$ cat src/rtl/tmr_pkg.sv
package tmr_pkg;
    localparam int unsigned OFS_CTRL  = 0;
    localparam int unsigned OFS_FLAG  = 4;
    localparam int unsigned OFS_ACK   = 8;
    localparam int unsigned OFS_PEEK  = 12;
    localparam int unsigned RUN_POS   = 24;
    localparam int unsigned MASK_POS  = 25;
endpackage

$ cat src/rtl/tmr_prescaler.sv
module tmr_prescaler #(
    parameter int unsigned DIV = 16
) (
    input  logic clk,
    input  logic rst_n,
    input  logic run_i,
    output logic tick_o
);
    localparam int unsigned CW = (DIV > 1) ? $clog2(DIV) : 1;
    localparam logic [CW-1:0] LAST = CW'(DIV - 1);

    typedef struct packed {
        logic [CW-1:0] cnt;
    } ps_t;

    ps_t ps_q, ps_d;

    always_comb begin
        ps_d = ps_q;
        if (!run_i || ps_q.cnt == LAST) begin
            ps_d.cnt = '0;
        end else begin
            ps_d.cnt = ps_q.cnt + 1'b1;
        end
    end

    assign tick_o = run_i && (ps_q.cnt == LAST);

    always_ff @(posedge clk or negedge rst_n) begin
        if (!rst_n) ps_q <= '0;
        else        ps_q <= ps_d;
    end

    // independent spacing monitor for the tick stream
    logic [CW:0] gap_q;
    always_ff @(posedge clk or negedge rst_n) begin
        if (!rst_n)                gap_q <= '0;
        else if (!run_i || tick_o) gap_q <= '0;
        else                       gap_q <= gap_q + 1'b1;
    end

    assert_tick_spacing_R3: assert property (@(posedge clk) disable iff (!rst_n)
        tick_o |-> gap_q == (CW+1)'(DIV - 1))
        else $error("tick spacing broken");
endmodule

$ cat src/rtl/tmr_period_core.sv
module tmr_period_core #(
    parameter int unsigned VAL_W = 20,
    parameter int unsigned CNT_W = 12
) (
    input  logic             clk,
    input  logic             rst_n,
    input  logic             tick_i,
    input  logic             run_i,
    input  logic [VAL_W-1:0] limit_i,
    input  logic             ack_i,
    output logic [VAL_W-1:0] pos_o,
    output logic [CNT_W-1:0] laps_o,
    output logic             flag_o,
    output logic             active_o
);
    typedef struct packed {
        logic [VAL_W-1:0] pos;
        logic [CNT_W-1:0] laps;
        logic             flag;
    } core_t;

    core_t c_q, c_d;
    logic  lap_end;

    assign lap_end = tick_i && (c_q.pos >= limit_i);

    always_comb begin
        c_d = c_q;
        if (tick_i) begin
            c_d.pos = lap_end ? '0 : c_q.pos + 1'b1;
        end
        if (ack_i) begin
            c_d.laps = lap_end ? CNT_W'(1) : '0;
        end else if (lap_end) begin
            c_d.laps = c_q.laps + 1'b1;
        end
        if (lap_end)    c_d.flag = 1'b1;
        else if (ack_i) c_d.flag = 1'b0;
    end

    always_ff @(posedge clk or negedge rst_n) begin
        if (!rst_n) c_q <= '0;
        else        c_q <= c_d;
    end

    assign pos_o    = c_q.pos;
    assign laps_o   = c_q.laps;
    assign flag_o   = c_q.flag;
    assign active_o = run_i || (c_q.pos != '0);

    assert_pos_step_R4: assert property (@(posedge clk) disable iff (!rst_n)
        tick_i |=> (pos_o == '0) || (pos_o == $past(pos_o) + 1'b1))
        else $error("position moved by more than one");

    assert_wrap_flags_R5: assert property (@(posedge clk) disable iff (!rst_n)
        ($past(pos_o) != '0 && pos_o == '0) |-> flag_o)
        else $error("period ended without pending flag");

    assert_lap_step_R5: assert property (@(posedge clk) disable iff (!rst_n)
        (laps_o != $past(laps_o)) |-> (laps_o == $past(laps_o) + 1'b1 || laps_o <= CNT_W'(1)))
        else $error("period count jumped");

    assert_ack_clears_R6: assert property (@(posedge clk) disable iff (!rst_n)
        ($past(ack_i) && !flag_o) |-> laps_o == '0)
        else $error("acknowledge left a period count");

    assert_parked_R9: assert property (@(posedge clk) disable iff (!rst_n)
        (!run_i && pos_o == '0) |=> pos_o == '0)
        else $error("stopped timer moved");
endmodule

$ cat src/rtl/tmr_regs.sv
module tmr_regs #(
    parameter int unsigned ADDR_W = 4,
    parameter int unsigned DATA_W = 32,
    parameter int unsigned VAL_W  = 20,
    parameter int unsigned CNT_W  = 12
) (
    input  logic              clk,
    input  logic              rst_n,
    input  logic [ADDR_W-1:0] addr_i,
    input  logic              wr_i,
    input  logic [DATA_W-1:0] wdata_i,
    input  logic              rd_i,
    input  logic [VAL_W-1:0]  pos_i,
    input  logic [CNT_W-1:0]  laps_i,
    input  logic              flag_i,
    output logic [VAL_W-1:0]  limit_o,
    output logic              run_o,
    output logic              mask_o,
    output logic              ack_o,
    output logic [DATA_W-1:0] rdata_o
);
    import tmr_pkg::*;

    typedef struct packed {
        logic [VAL_W-1:0]  limit;
        logic              run;
        logic              mask;
        logic [DATA_W-1:0] rdata;
    } reg_t;

    reg_t r_q, r_d;
    logic sel_ctrl, sel_flag, sel_ack, sel_peek;
    logic [DATA_W-1:0] rd_val;
    logic unused_wdata;

    assign sel_ctrl = (addr_i == ADDR_W'(OFS_CTRL));
    assign sel_flag = (addr_i == ADDR_W'(OFS_FLAG));
    assign sel_ack  = (addr_i == ADDR_W'(OFS_ACK));
    assign sel_peek = (addr_i == ADDR_W'(OFS_PEEK));
    assign unused_wdata = ^wdata_i;

    always_comb begin
        rd_val = '0;
        if (sel_ctrl) begin
            rd_val[VAL_W-1:0] = r_q.limit;
            rd_val[RUN_POS]   = r_q.run;
            rd_val[MASK_POS]  = r_q.mask;
        end else if (sel_flag) begin
            rd_val[0] = flag_i;
        end else if (sel_ack || sel_peek) begin
            rd_val[VAL_W-1:0]       = pos_i;
            rd_val[VAL_W +: CNT_W]  = laps_i;
        end
    end

    always_comb begin
        r_d = r_q;
        if (wr_i && sel_ctrl) begin
            r_d.limit = wdata_i[VAL_W-1:0];
            r_d.run   = wdata_i[RUN_POS];
            r_d.mask  = wdata_i[MASK_POS];
        end
        if (rd_i) r_d.rdata = rd_val;
    end

    always_ff @(posedge clk or negedge rst_n) begin
        if (!rst_n) r_q <= '0;
        else        r_q <= r_d;
    end

    assign limit_o = r_q.limit;
    assign run_o   = r_q.run;
    assign mask_o  = r_q.mask;
    assign ack_o   = rd_i && sel_ack;
    assign rdata_o = r_q.rdata;

    assert_ctrl_hold_R2: assert property (@(posedge clk) disable iff (!rst_n)
        !$past(wr_i) |-> $stable({limit_o, run_o, mask_o}))
        else $error("control changed without a write");
endmodule

$ cat src/rtl/interval_tick_timer.sv
module interval_tick_timer #(
    parameter int unsigned ADDR_W = 4,
    parameter int unsigned DATA_W = 32,
    parameter int unsigned VAL_W  = 20,
    parameter int unsigned CNT_W  = 12,
    parameter int unsigned PRESC  = 16
) (
    input  logic              clk,
    input  logic              rst_n,
    input  logic [ADDR_W-1:0] bus_addr,
    input  logic              bus_wr,
    input  logic [DATA_W-1:0] bus_wdata,
    input  logic              bus_rd,
    output logic [DATA_W-1:0] bus_rdata,
    output logic              irq
);
    logic [VAL_W-1:0] limit;
    logic             run, mask, ack, tick, active, flag;
    logic [VAL_W-1:0] pos;
    logic [CNT_W-1:0] laps;

    tmr_regs #(
        .ADDR_W(ADDR_W), .DATA_W(DATA_W), .VAL_W(VAL_W), .CNT_W(CNT_W)
    ) u_regs (
        .clk(clk), .rst_n(rst_n), .addr_i(bus_addr), .wr_i(bus_wr),
        .wdata_i(bus_wdata), .rd_i(bus_rd), .pos_i(pos), .laps_i(laps),
        .flag_i(flag), .limit_o(limit), .run_o(run), .mask_o(mask),
        .ack_o(ack), .rdata_o(bus_rdata)
    );

    tmr_prescaler #(.DIV(PRESC)) u_presc (
        .clk(clk), .rst_n(rst_n), .run_i(active), .tick_o(tick)
    );

    tmr_period_core #(.VAL_W(VAL_W), .CNT_W(CNT_W)) u_core (
        .clk(clk), .rst_n(rst_n), .tick_i(tick), .run_i(run),
        .limit_i(limit), .ack_i(ack), .pos_o(pos), .laps_o(laps),
        .flag_o(flag), .active_o(active)
    );

    assign irq = flag & mask;

    assert_irq_gated_R10: assert property (@(posedge clk) disable iff (!rst_n)
        irq |-> (mask && flag))
        else $error("interrupt without mask and flag");

    assert_irq_level_R10: assert property (@(posedge clk) disable iff (!rst_n)
        ($past(irq) && $stable(mask) && !$past(ack)) |-> irq)
        else $error("interrupt dropped without acknowledge");
endmodule

$ cat config.mk
export PLATFORM = sky130hd
export DESIGN_NAME = interval_tick_timer
export DESIGN_NICKNAME = d
export VERILOG_FILES = /design/src/rtl/tmr_pkg.sv /design/src/rtl/tmr_prescaler.sv /design/src/rtl/tmr_period_core.sv /design/src/rtl/tmr_regs.sv /design/src/rtl/interval_tick_timer.sv
export SDC_FILE = /design/constraint.sdc
export NUM_CORES = 1
export LEC_CHECK = 0
export BUFFER_PORTS_ARGS = -buffer_cell sky130_fd_sc_hd__clkbuf_2
export CAP_MARGIN = 0
export CORE_MARGIN = 2
export CORE_UTILIZATION = 40
export DETAILED_ROUTE_END_ITERATION = 12
export MAX_ROUTING_LAYER = met4
export SETUP_SLACK_MARGIN = 0.3
export SLEW_MARGIN = 20
export SYNTH_ARGS = -nofsm -noshare
export SYNTH_HDL_FRONTEND = slang
export SYNTH_SLANG_ARGS = --single-unit
$ cat constraint.sdc
create_clock -name clk -period 3.8 [get_ports clk]
set_clock_uncertainty 0.2 [all_clocks]
set_input_delay 0.76 -clock clk [delete_from_list [all_inputs] [get_ports clk]]
set_output_delay 0.76 -clock clk [all_outputs]
set_load 0.05 [all_outputs]
==> qor.csv, run 1 <==
stage;metric;value;unit
clocking;ctsHoldBuffers;0;
global_route;grt_usage;17.7;%
global_route;grt_max_degree;63;
run;drv_cap;0;
placed_design;dpl.hpwl;7120;um
synthesis;synthesis.area;4650;sq um
timing;hold_viol_final;0;
timing;timing.hold.ws;270;ps
cells_and_area;layout-drive-gt1-share;22.9;%
route;ant_nets;0;
route;dr.pass1.iters;5;
hold_path;hold_depth;1;
clocking;cts_tree;yes;
cells_and_area;nFillCells;1104;
synthesis;syn_inst;466;
synthesis;synth_most_common_cell;dfrtp_1;
power;switching_share;24.7;%
setup_path;worstSetupPathType;reg2reg;
synthesis;seq_area_frac_synth;49.0;%
synthesis;async_flop_share;100;%
power;total_power;2490;uW
outcome;status;finished, final reports clean;
timing;min_period;3170;ps
global_route;grt_overflow;0;
floorplan;design.die.area;12500;sq um
synthesis;syn_nets;530;
route;drc;0;
power;pwr_density_cell;453;nW/um^2
placed_design;io_buffers;62;
clocking;cts.sinks;91;
setup_path;worstPathRequired;3830;ps
synthesis;synthTopCellsByCount;91 x dfrtp_1, 65 x inv_1, 41 x o21ai_0;
timing;slew_viol_final;0;
power;p_comb_share;12.3;%
placed_design;placed_cells;664;
route;vias;3584;
timing;slew_headroom;40.5;%
power;p_leak;0.00253;uW
synthesis;synth_area_leaders;dfrtp_1 49%, ha_1 6.5%, mux2_2 5.3%;
setup_path;cp.arrival;3200;ps
setup_path;cp-end-kind;flop;
timing;setup_tns;0;ps
setup_path;r2r_cells;7;
synthesis;ys.flop_type;dfrtp_1;
floorplan;die_w;112;um
timing;setup_viol;0;
synthesis;yosysWarningCount;0;
synthesis;ys_ff_latch;91;
floorplan;die_h;112;um
cells_and_area;fin_nets;596;
power;p_clk_share;42.7;%
synthesis;yosysTopAreaCellShare;49.0;%
route;wirelength;10100;um
hold_path;hp-class;reg2reg;
floorplan;floorplan.initialDensity;40.9;%
global_route;grt_pass1_wl;17500;um
clocking;clockBufferDepth;2;
synthesis;synth_edf_count;0;
setup_path;critPathMaxFanout;9;
clocking;root_buffer;clkbuf_16;
power;p_int;1880;uW
clocking;clk_latency;340;ps
clocking;path_clk_slew;70;ps
clocking;cts_setup_buffers;0;
timing;fmax;0.315;GHz
power;switching_power;615;uW
setup_path;start_kind;flop;
floorplan;rows;39;
cells_and_area;n_antenna_cell;0;
route;viasPerCell;5.27;
timing;worst_slew_pin_slew;887;ps
floorplan;pin_count;73;
placed_design;gp_congestion;0.798;
floorplan;design.core.area;11400;sq um
synthesis;synth_top_cell_by_area;dfrtp_1;
synthesis;yosysUniqueCellTypes;47;
synthesis;avgSynthCellArea;9.97;sq um
clocking;cts-resized-gates;0;
cells_and_area;layoutNonFillerInstCount;680;
power;peakVddDrop;240;uV
global_route;antenna_found_initial;0;
timing;rsz0062_at_grt;false;
cells_and_area;area_growth;18.6;%
placed_design;postPlaceCellArea;5150;sq um
power;power_frac_seq;45.1;%
clocking;ctsHtreeMaxLevel;3;
cells_and_area;design_area;5510;sq um
route;drt-initial-drc-count;109;
timing;min_period_over_period;83.4;%
clocking;cts_buffers;9;
global_route;grt_pass1_vias;3641;
route;wl_per_cell;14.9;um
-- area by class of cell --
cell class / count / area, sq um / area share (%)
sequential: 91 / 2280 / 41.3
multi-input combinational: 293 / 2060 / 37.4
timing repair buffer: 72 / 388 / 7.04
clock buffer: 12 / 267 / 4.84
inverter: 65 / 244 / 4.43
tap: 143 / 179 / 3.25
clock inverter: 4 / 95.1 / 1.73
-- critical path, cell delays in order (launching register included) --
cell,delay [ps]
dfrtp_1,470
ha_1,370
nand4_2,160
a2111oi_4,310
a32oi_2,270
a311oi_1,840
a31oi_1,190
a41o_1,240
-- logic make-up after synthesis --
kind of cell / Yosys count / share of synthesized area (%)
XOR/XNOR: 13 / 2.45
multiplexers: 24 / 5.76
flip-flops: 91 / 49.0
adder cells (fa/ha/maj): 24 / 6.46
AO/OA/AOI/OAI: 115 / 16.7
buffers and inverters: 82 / 6.79
AND/OR/NAND/NOR: 117 / 12.8
-- routing by layer --
metal / vias up / GRT usage, % / part of all wire, %
met3: 16 / 2.67 / 3.4
met4: 0 / 6.67 / 1.7
met1: 1741 / 22.7 / 47
met5: - / - / 0
li1: 1771 / - / -
met2: 56 / 28.7 / 48
-- sequential cells by signal, summed over array words and instances, names as in the netlist --
name            flops
u_core.laps_o      12
u_regs.run_o        1
u_regs.limit_o     20
u_regs.rdata_o     32
u_core.pos_o       20
u_core.flag_o       1
u_presc.ps_q        4
u_regs.mask_o       1
-- path summary, 6_finish.rpt --
path / start / to / slack (ps)
setup / recovery: u_core.pos_o[11]$_DFFE_PN0P_ / u_core.laps_o[4]$_DFFE_PN0P_ / 630
hold / removal: u_presc.ps_q[0]$_DFF_PN0_ / u_presc.ps_q[0]$_DFF_PN0_ / 270
setup reg to reg: u_core.pos_o[11]$_DFFE_PN0P_ / u_core.laps_o[4]$_DFFE_PN0P_ / 630
hold reg to reg: u_presc.ps_q[0]$_DFF_PN0_ / u_presc.ps_q[0]$_DFF_PN0_ / 270
max in group asynchronous: rst_n / u_regs.limit_o[5]$_DFFE_PN0P_ / 2360
min in group asynchronous: rst_n / u_regs.rdata_o[31]$_DFFE_PN0P_ / 300
-- layout by cell type (no fill, tap or decap), drive strengths merged, types with 2 or more instances in the layout --
cell    Yosys  routed
a41o        4       4
bufinv      0       3
nand2b      4       4
nand3      11      11
o31ai       7       7
or2         3       3
nand4       9       9
buf         4      11
a21oi      19      19
o21ai      43      43
nor4        6       6
mux2       22      22
clkbuf     13      73
nand2      30      30
nor2       24      24
a22oi      21      21
inv        65      65
and3        6       6
or4         4       4
a311oi      4       4
xnor2      12      12
dfrtp      91      91
and4        3       3
a31o        2       2
mux2i       2       2
and2        2       2
or3         7       7
a31oi       3       3
ha         24      24
o22ai       2       2
nor3        6       6
a21o        3       3
-- per-stage QoR --
step	util, %	setup slack, ps
after CTS	48.5	681
after global placement	45.3	801
after global routing	48.5	515
final	48.5	630
after floorplan	-	1160
after detailed placement	45.3	739
-- power by group through the flow --
| stage | Combinational, uW | Sequential (uW) | Clock (uW) |
|---|---|---|---|
| detailed placement | 309 | 1140 | 0 |
| floorplan | 188 | 1160 | 0 |
| global placement | 299 | 1140 | 0 |
| CTS | 313 | 1120 | 1090 |
| finish | 306 | 1120 | 1060 |
| global route | 345 | 1140 | 1130 |
Note: power is estimated with default switching activity, not from simulation.
==> inputs of run 2 (changes only) <==
Clock period 3.8 ns to 2.9 ns, I/O delays scaled along.
==> qor.csv, run 2 (synthesis results as in run 1) <==
stage;metric;value;unit;change
setup_path;rr_endpoint;u_core.laps_o[9]$_DFFE_PN0P_;;was u_core.laps_o[4]$_DFFE_PN0P_
cells_and_area;layoutNonFillerInstCount;721;;was 680
cells_and_area;final_common_cell;dfrtp_1;;unchanged
placed_design;post-place-ws;142;ps;was 739 ps
placed_design;postPlaceCellArea;5420;sq um;was 5150 sq um
cells_and_area;final_cell_mix;88 x dfrtp_1, 61 x inv_1, 61 x clkbuf_2, 49 x buf_4, 40 x o21ai_0;;was 91 x dfrtp_1, 65 x inv_1, 61 x clkbuf_2, 41 x o21ai_0, 30 x nand2_1
timing;min_period_over_period;88.4;%;was 83.4%
cells_and_area;fin_nets;637;;was 596
setup_path;worstSetupPathType;reg2reg;;unchanged
clocking;clk_latency;350;ps;was 340 ps
clocking;path_clk_slew;70;ps;about the same
cells_and_area;area_growth;28.5;%;was 18.6%
cells_and_area;layout-drive-gt1-share;33.4;%;was 22.9%
setup_path;r2r_slack;340;ps;was 630 ps
floorplan;pin_count;73;;unchanged
global_route;grt_usage;19.5;%;was 17.7%
route;drt-initial-drc-count;170;;was 109
setup_path;worstReg2RegStart;u_regs.limit_o[16]$_DFFE_PN0P_;;was u_core.pos_o[11]$_DFFE_PN0P_
clocking;ctsHtreeMaxLevel;3;;unchanged
timing;rsz0062_at_grt;true;;was false
timing;hold_viol_final;0;;unchanged
cells_and_area;largest_register_ffs;32;;unchanged
power;peakVddDrop;403;uV;was 240 uV
clocking;cts.sinks;91;;unchanged
route;drc;0;;unchanged
cells_and_area;n_antenna_cell;0;;unchanged
floorplan;die_h;112;um;unchanged
global_route;grt_use_met2;32.4;%;was 28.7%
placed_design;dpl.hpwl;7910;um;was 7120 um
global_route;grt_max_degree;44;;was 63
route;ant_nets;0;;unchanged
clocking;cts_tree;yes;;unchanged
route;wirelength;11300;um;was 10100 um
route;wl_per_cell;15.7;um;was 14.9 um
setup_path;cp-end-kind;flop;;unchanged
timing;fmax;0.390;GHz;was 0.315 GHz
floorplan;design.die.area;12500;sq um;unchanged
placed_design;placed_cells;694;;was 664
global_route;grtUsageMet1;23.9;%;was 22.7%
cells_and_area;design_area;5970;sq um;was 5510 sq um
global_route;grt_pass1_wl;18800;um;was 17500 um
floorplan;floorplan.initialDensity;40.9;%;unchanged
clocking;root_buffer;clkbuf_16;;unchanged
timing;setup_viol;0;;unchanged
power;pwr_density_cell;535;nW/um^2;was 453 nW/um^2
clocking;cts_buffers;9;;unchanged
timing;slew_viol_final;0;;unchanged
global_route;antenna_found_initial;0;;unchanged
placed_design;io_buffers;62;;unchanged
floorplan;die_w;112;um;unchanged
clocking;ctsHoldBuffers;0;;unchanged
setup_path;r2r_cells;11;;was 7
timing;min_period;2560;ps;was 3170 ps
run;drv_cap;0;;unchanged
timing;slew_headroom;62.5;%;was 40.5%
timing;worst_slew_pin_slew;563;ps;was 887 ps
setup_path;start_kind;flop;;unchanged
global_route;grt_pass1_vias;3885;;was 3641
timing;setup_slack;337;ps;was 630 ps
route;dr.pass1.iters;4;;was 5
timing;setup_tns;0;ps;unchanged
power;p_leak;0.00272;uW;was 0.00253 uW
power;total_power;3190;uW;was 2490 uW
setup_path;critPathMaxFanout;3;;was 9
outcome;status;finished, final reports clean;;unchanged
cells_and_area;nFillCells;1048;;was 1104
floorplan;design.core.area;11400;sq um;unchanged
route;viasPerCell;5.27;;about the same
global_route;met3_usage;2.99;%;was 2.67%
global_route;busiest_layer;met2;;unchanged
placed_design;gp_congestion;0.835;;was 0.798
hold_path;hp-class;in2async;;was reg2reg
setup_path;cp.arrival;2600;ps;was 3200 ps
global_route;grt_overflow;0;;unchanged
floorplan;rows;39;;unchanged
clocking;clockBufferDepth;2;;unchanged
route;vias;3799;;was 3584
setup_path;worstPathRequired;2940;ps;was 3830 ps
## run 2: worst max path at each step
stage	cells past startpoint	endpoint	from	slack (ps)
after floorplan	7	u_core.laps_o[4]$_DFFE_PN0P_	u_core.pos_o[7]$_DFFE_PN0P_	300
after global placement	8	u_core.laps_o[4]$_DFFE_PN0P_	u_regs.limit_o[7]$_DFFE_PN0P_	180
after detailed placement	8	u_core.laps_o[4]$_DFFE_PN0P_	u_regs.limit_o[14]$_DFFE_PN0P_	140
after CTS	9	u_core.laps_o[10]$_DFFE_PN0P_	u_regs.limit_o[2]$_DFFE_PN0P_	280
after global routing	9	u_core.laps_o[4]$_DFFE_PN0P_	u_regs.limit_o[18]$_DFFE_PN0P_	200
final	11	u_core.laps_o[9]$_DFFE_PN0P_	u_regs.limit_o[16]$_DFFE_PN0P_	340
## run 2: worst max-delay path, cell delays in order, from the launching register on
cell and delay (ps):
dfrtp_1 390, inv_2 60, ha_4 260, nand4_1 220, a211oi_2 310, a32oi_2 110, buf_4 180, buf_4 140
buf_6 120, a311oi_2 230, xnor2_1 160, nor2_1 60
## run 2: area by class of cell
type,count,area [sq um],area share [%]
Tap cell,143,179,3.00
Multi-Input combinational cell,294,2270,38.0
Clock inverter,4,48.8,0.817
Sequential cell,91,2280,38.2
Inverter,65,244,4.08
Clock buffer,12,256,4.29
Timing Repair Buffer,112,696,11.6
## run 2: per-layer routing
layer	part of all wire [%]	wire length, um
met1	44	5020
met2	51	5740
met3	3.3	376
met5	0	0
met4	1.8	204
## run 2: repair_timing
item,4_1_cts,5_1_grt
setup endpoints to repair,16,17
resized for setup,7,25
endpoints found under the hold margin,0,0
setup buffers,6,4
gates cloned,0,1
pin swaps,4,22
## run 2: stage by stage
| stage | util [%] | hold slack [ps] |
|---|---|---|
| 2_1_floorplan | - | 84.4 |
| 3_5_place_dp | 47.6 | 254 |
| 3_3_place_gp | 47.6 | 245 |
| 5_1_grt | 52.5 | 51.8 |
| 4_1_cts | 51.0 | 39.3 |
| 6_report | 52.5 | 12.5 |
## run 2: power by group
group | internal [uW] | switching (uW) | leakage (uW) | total (uW)
Combinational | 231 | 281 | 0.00135 | 512
Clock | 714 | 500 | 0.000153 | 1210
Sequential | 1380 | 86.4 | 0.00122 | 1470
==> inputs of run 3 (changes only) <==
--- a/config.mk
+++ b/config.mk
@@ -10,3 +10,3 @@
 export CORE_MARGIN = 2
-export CORE_UTILIZATION = 40
+export CORE_UTILIZATION = 25
 export DETAILED_ROUTE_END_ITERATION = 12
--- a/constraint.sdc
+++ b/constraint.sdc
@@ -4,2 +4,2 @@
 set_output_delay 0.58 -clock clk [all_outputs]
-set_load 0.05 [all_outputs]
+set_load 0.02 [all_outputs]
==> qor.csv, run 3 (synthesis results as in run 1) <==
stage;metric;value;unit;change
outcome;status;finished, final reports clean;;unchanged
cells_and_area;nFillCells;1874;;was 1048
clocking;path_clk_slew;60;ps;was 70 ps
clocking;clockBufferDepth;2;;unchanged
setup_path;cp_cell_sequence;ha_1 -> nand2b_4 -> a2111o_1 -> a32oi_2 -> buf_4 -> a311oi_2 -> buf_4 -> a31o_2 -> a21oi_2;;was inv_2 -> ha_4 -> nand4_1 -> a211oi_2 -> a32oi_2 -> buf_4 -> buf_4 -> buf_6 -> a311oi_2 -> xnor2_1 -> nor2_1
clocking;clk_latency;350;ps;about the same
power;power_frac_seq;46.9;%;was 46.0%
route;ant_nets;0;;unchanged
floorplan;rows;49;;was 39
clocking;ctsHtreeMaxLevel;3;;unchanged
clocking;root_buffer;clkbuf_16;;unchanged
setup_path;cp.arrival;2610;ps;was 2600 ps
cells_and_area;largest_register_ffs;32;;unchanged
floorplan;design.core.area;18100;sq um;was 11400 sq um
setup_path;worstPathRequired;2980;ps;was 2940 ps
floorplan;die_w;140;um;was 112 um
route;met1_length;5470;um;was 5020 um
clocking;cts.sinks;91;;unchanged
route;top_layer_used;met4;;unchanged
setup_path;cp-end-kind;flop;;unchanged
placed_design;io_buffers;62;;unchanged
cells_and_area;final_common_cell;dfrtp_1;;unchanged
power;p_int;2330;uW;about the same
cells_and_area;register_area;2280;sq um;about the same
cells_and_area;layout-drive-gt1-share;31.3;%;was 33.4%
placed_design;dpl.hpwl;8320;um;was 7910 um
cells_and_area;fin_nets;636;;was 637
setup_path;worstSetupPathType;reg2reg;;unchanged
route;drt-initial-drc-count;185;;was 170
timing;slew_headroom;66.7;%;was 62.5%
power;p_comb_share;13.9;%;was 16.0%
route;drc;0;;unchanged
global_route;grt_usage;12.8;%;was 19.5%
cells_and_area;final_cell_mix;89 x dfrtp_1, 63 x inv_1, 61 x clkbuf_2, 45 x buf_4, 39 x o21ai_0;;was 88 x dfrtp_1, 61 x inv_1, 61 x clkbuf_2, 49 x buf_4, 40 x o21ai_0
setup_path;start_kind;flop;;unchanged
timing;min_period;2530;ps;was 2560 ps
route;dr_wl_met3;413;um;was 376 um
timing;min_period_over_period;87.3;%;was 88.4%
route;wirelength;11700;um;was 11300 um
cells_and_area;n_antenna_cell;0;;unchanged
hold_path;hp-class;in2async;;unchanged
placed_design;gp_congestion;0.869;;was 0.835
power;peakVddDrop;288;uV;was 403 uV
route;vias;3725;;was 3799
global_route;grt_overflow;0;;unchanged
power;switching_share;25.7;%;was 27.1%
timing;hold_viol_final;0;;unchanged
cells_and_area;area_growth;29.8;%;was 28.5%
route;viasPerCell;4.63;;was 5.27
setup_path;critPathMaxFanout;6;;was 3
setup_path;max_stage_delay;380;ps;was 390 ps
timing;fmax;0.395;GHz;was 0.390 GHz
floorplan;design.die.area;19700;sq um;was 12500 sq um
setup_path;path_common_cell;buf_4;;unchanged
power;p_leak;0.00270;uW;was 0.00272 uW
power;pwr_density_cell;520;nW/um^2;was 535 nW/um^2
floorplan;die_h;140;um;was 112 um
timing;setup_viol;0;;unchanged
power;total_power;3140;uW;was 3190 uW
floorplan;pin_count;73;;unchanged
power;p_clk_share;39.2;%;was 38.0%
global_route;antenna_found_initial;0;;unchanged
timing;worst_slew_pin_slew;499;ps;was 563 ps
power;switching_power;806;uW;was 867 uW
global_route;grt_pass1_vias;3729;;was 3885
cells_and_area;multiInputGateArea;2210;sq um;was 2270 sq um
timing;rsz0062_at_grt;true;;unchanged
timing;slew_viol_final;0;;unchanged
clocking;ctsHoldBuffers;0;;unchanged
global_route;grt_max_degree;38;;was 44
timing;setup_tns;0;ps;unchanged
clocking;cts_tree;yes;;unchanged
route;routed-wl-met2;5640;um;was 5740 um
route;wl_per_cell;14.6;um;was 15.7 um
run;drv_cap;0;;unchanged
route;dr.pass1.iters;4;;unchanged
global_route;grt_pass1_wl;19300;um;was 18800 um
clocking;cts_buffers;9;;unchanged
setup_path;cpMaxStageDelayCell;dfrtp_1;;unchanged
floorplan;floorplan.initialDensity;25.7;%;was 40.9%
-- run 3: cell count changes in the layout (fill, tap and decap cells not counted), sizes merged --
cell and change:
buf -2, clkinv -2, bufinv +1, clkbuf -1, o21ai +1
-- run 3: power groups by stage --
stage                     Clock [uW]  Sequential, uW  Combinational [uW]
after floorplan                    0            1490                 259
after global placement             0            1490                 403
after detailed placement           0            1490                 412
after CTS                       1270            1470                 418
after global routing            1310            1490                 490
final                           1230            1470                 436
-- run 3: path summary, 6_finish.rpt --
path,cells past startpoint,to,start,slack (ps)
max,9,u_core.laps_o[6]$_DFFE_PN0P_,u_regs.limit_o[0]$_DFFE_PN0P_,370
min,1,u_regs.limit_o[1]$_DFFE_PN0P_,rst_n,3
max reg2reg,9,u_core.laps_o[6]$_DFFE_PN0P_,u_regs.limit_o[0]$_DFFE_PN0P_,370
min reg2reg,1,u_presc.ps_q[0]$_DFF_PN0_,u_presc.ps_q[0]$_DFF_PN0_,260
max in group asynchronous,2,u_regs.limit_o[14]$_DFFE_PN0P_,rst_n,1900
min in group clk,2,u_regs.limit_o[2]$_DFFE_PN0P_,bus_wdata[2],260
-- run 3: what timing repair did --
item | CTS | global route
resized for setup | 5 | 16
gates cloned | 0 | 2
hold endpoints to repair | 0 | 0
endpoints found under the setup margin | 15 | 19
buffers inserted | 0 | 10
pin swaps | 4 | 17
-- run 3: layout make-up --
cell class	count	area share [%]
multi-input cells	295	36.6
clock inverters	3	1.08
inverters	65	4.04
repair buffers	110	11.8
well taps	229	4.75
flip-flops and latches	91	37.8
clock buffers	11	3.86
-- run 3: critical path, delay by kind of cell (launching register included) --
| family | cells | cell delay (ps) |
|---|---|---|
| AOI/OAI and AO/OA | 5 | 1090 |
| DFF | 1 | 380 |
| buffers and inverters | 2 | 350 |
| and+or+nand+nor | 1 | 140 |
| adders and majority gates | 1 | 290 |
-- run 3: layer usage --
| metal | up-vias | GRT usage (%) |
|---|---|---|
| li1 | 1861 | - |
| met5 | - | - |
| met3 | 14 | 3.04 |
| met4 | 0 | 4.31 |
| met2 | 56 | 20.4 |
| met1 | 1794 | 16.0 |
-- run 3: per-stage QoR --
step,instances,hold WS [ps],instance area [sq um],util (%),setup slack [ps]
CTS,792,4.71,5840,32.3,293
detailed placement,778,249,5530,30.6,207
finish,804,2.75,6030,33.4,369
global placement,778,251,5530,30.6,240
global route,804,37.4,6030,33.4,260
floorplan,466,84.4,4690,-,299
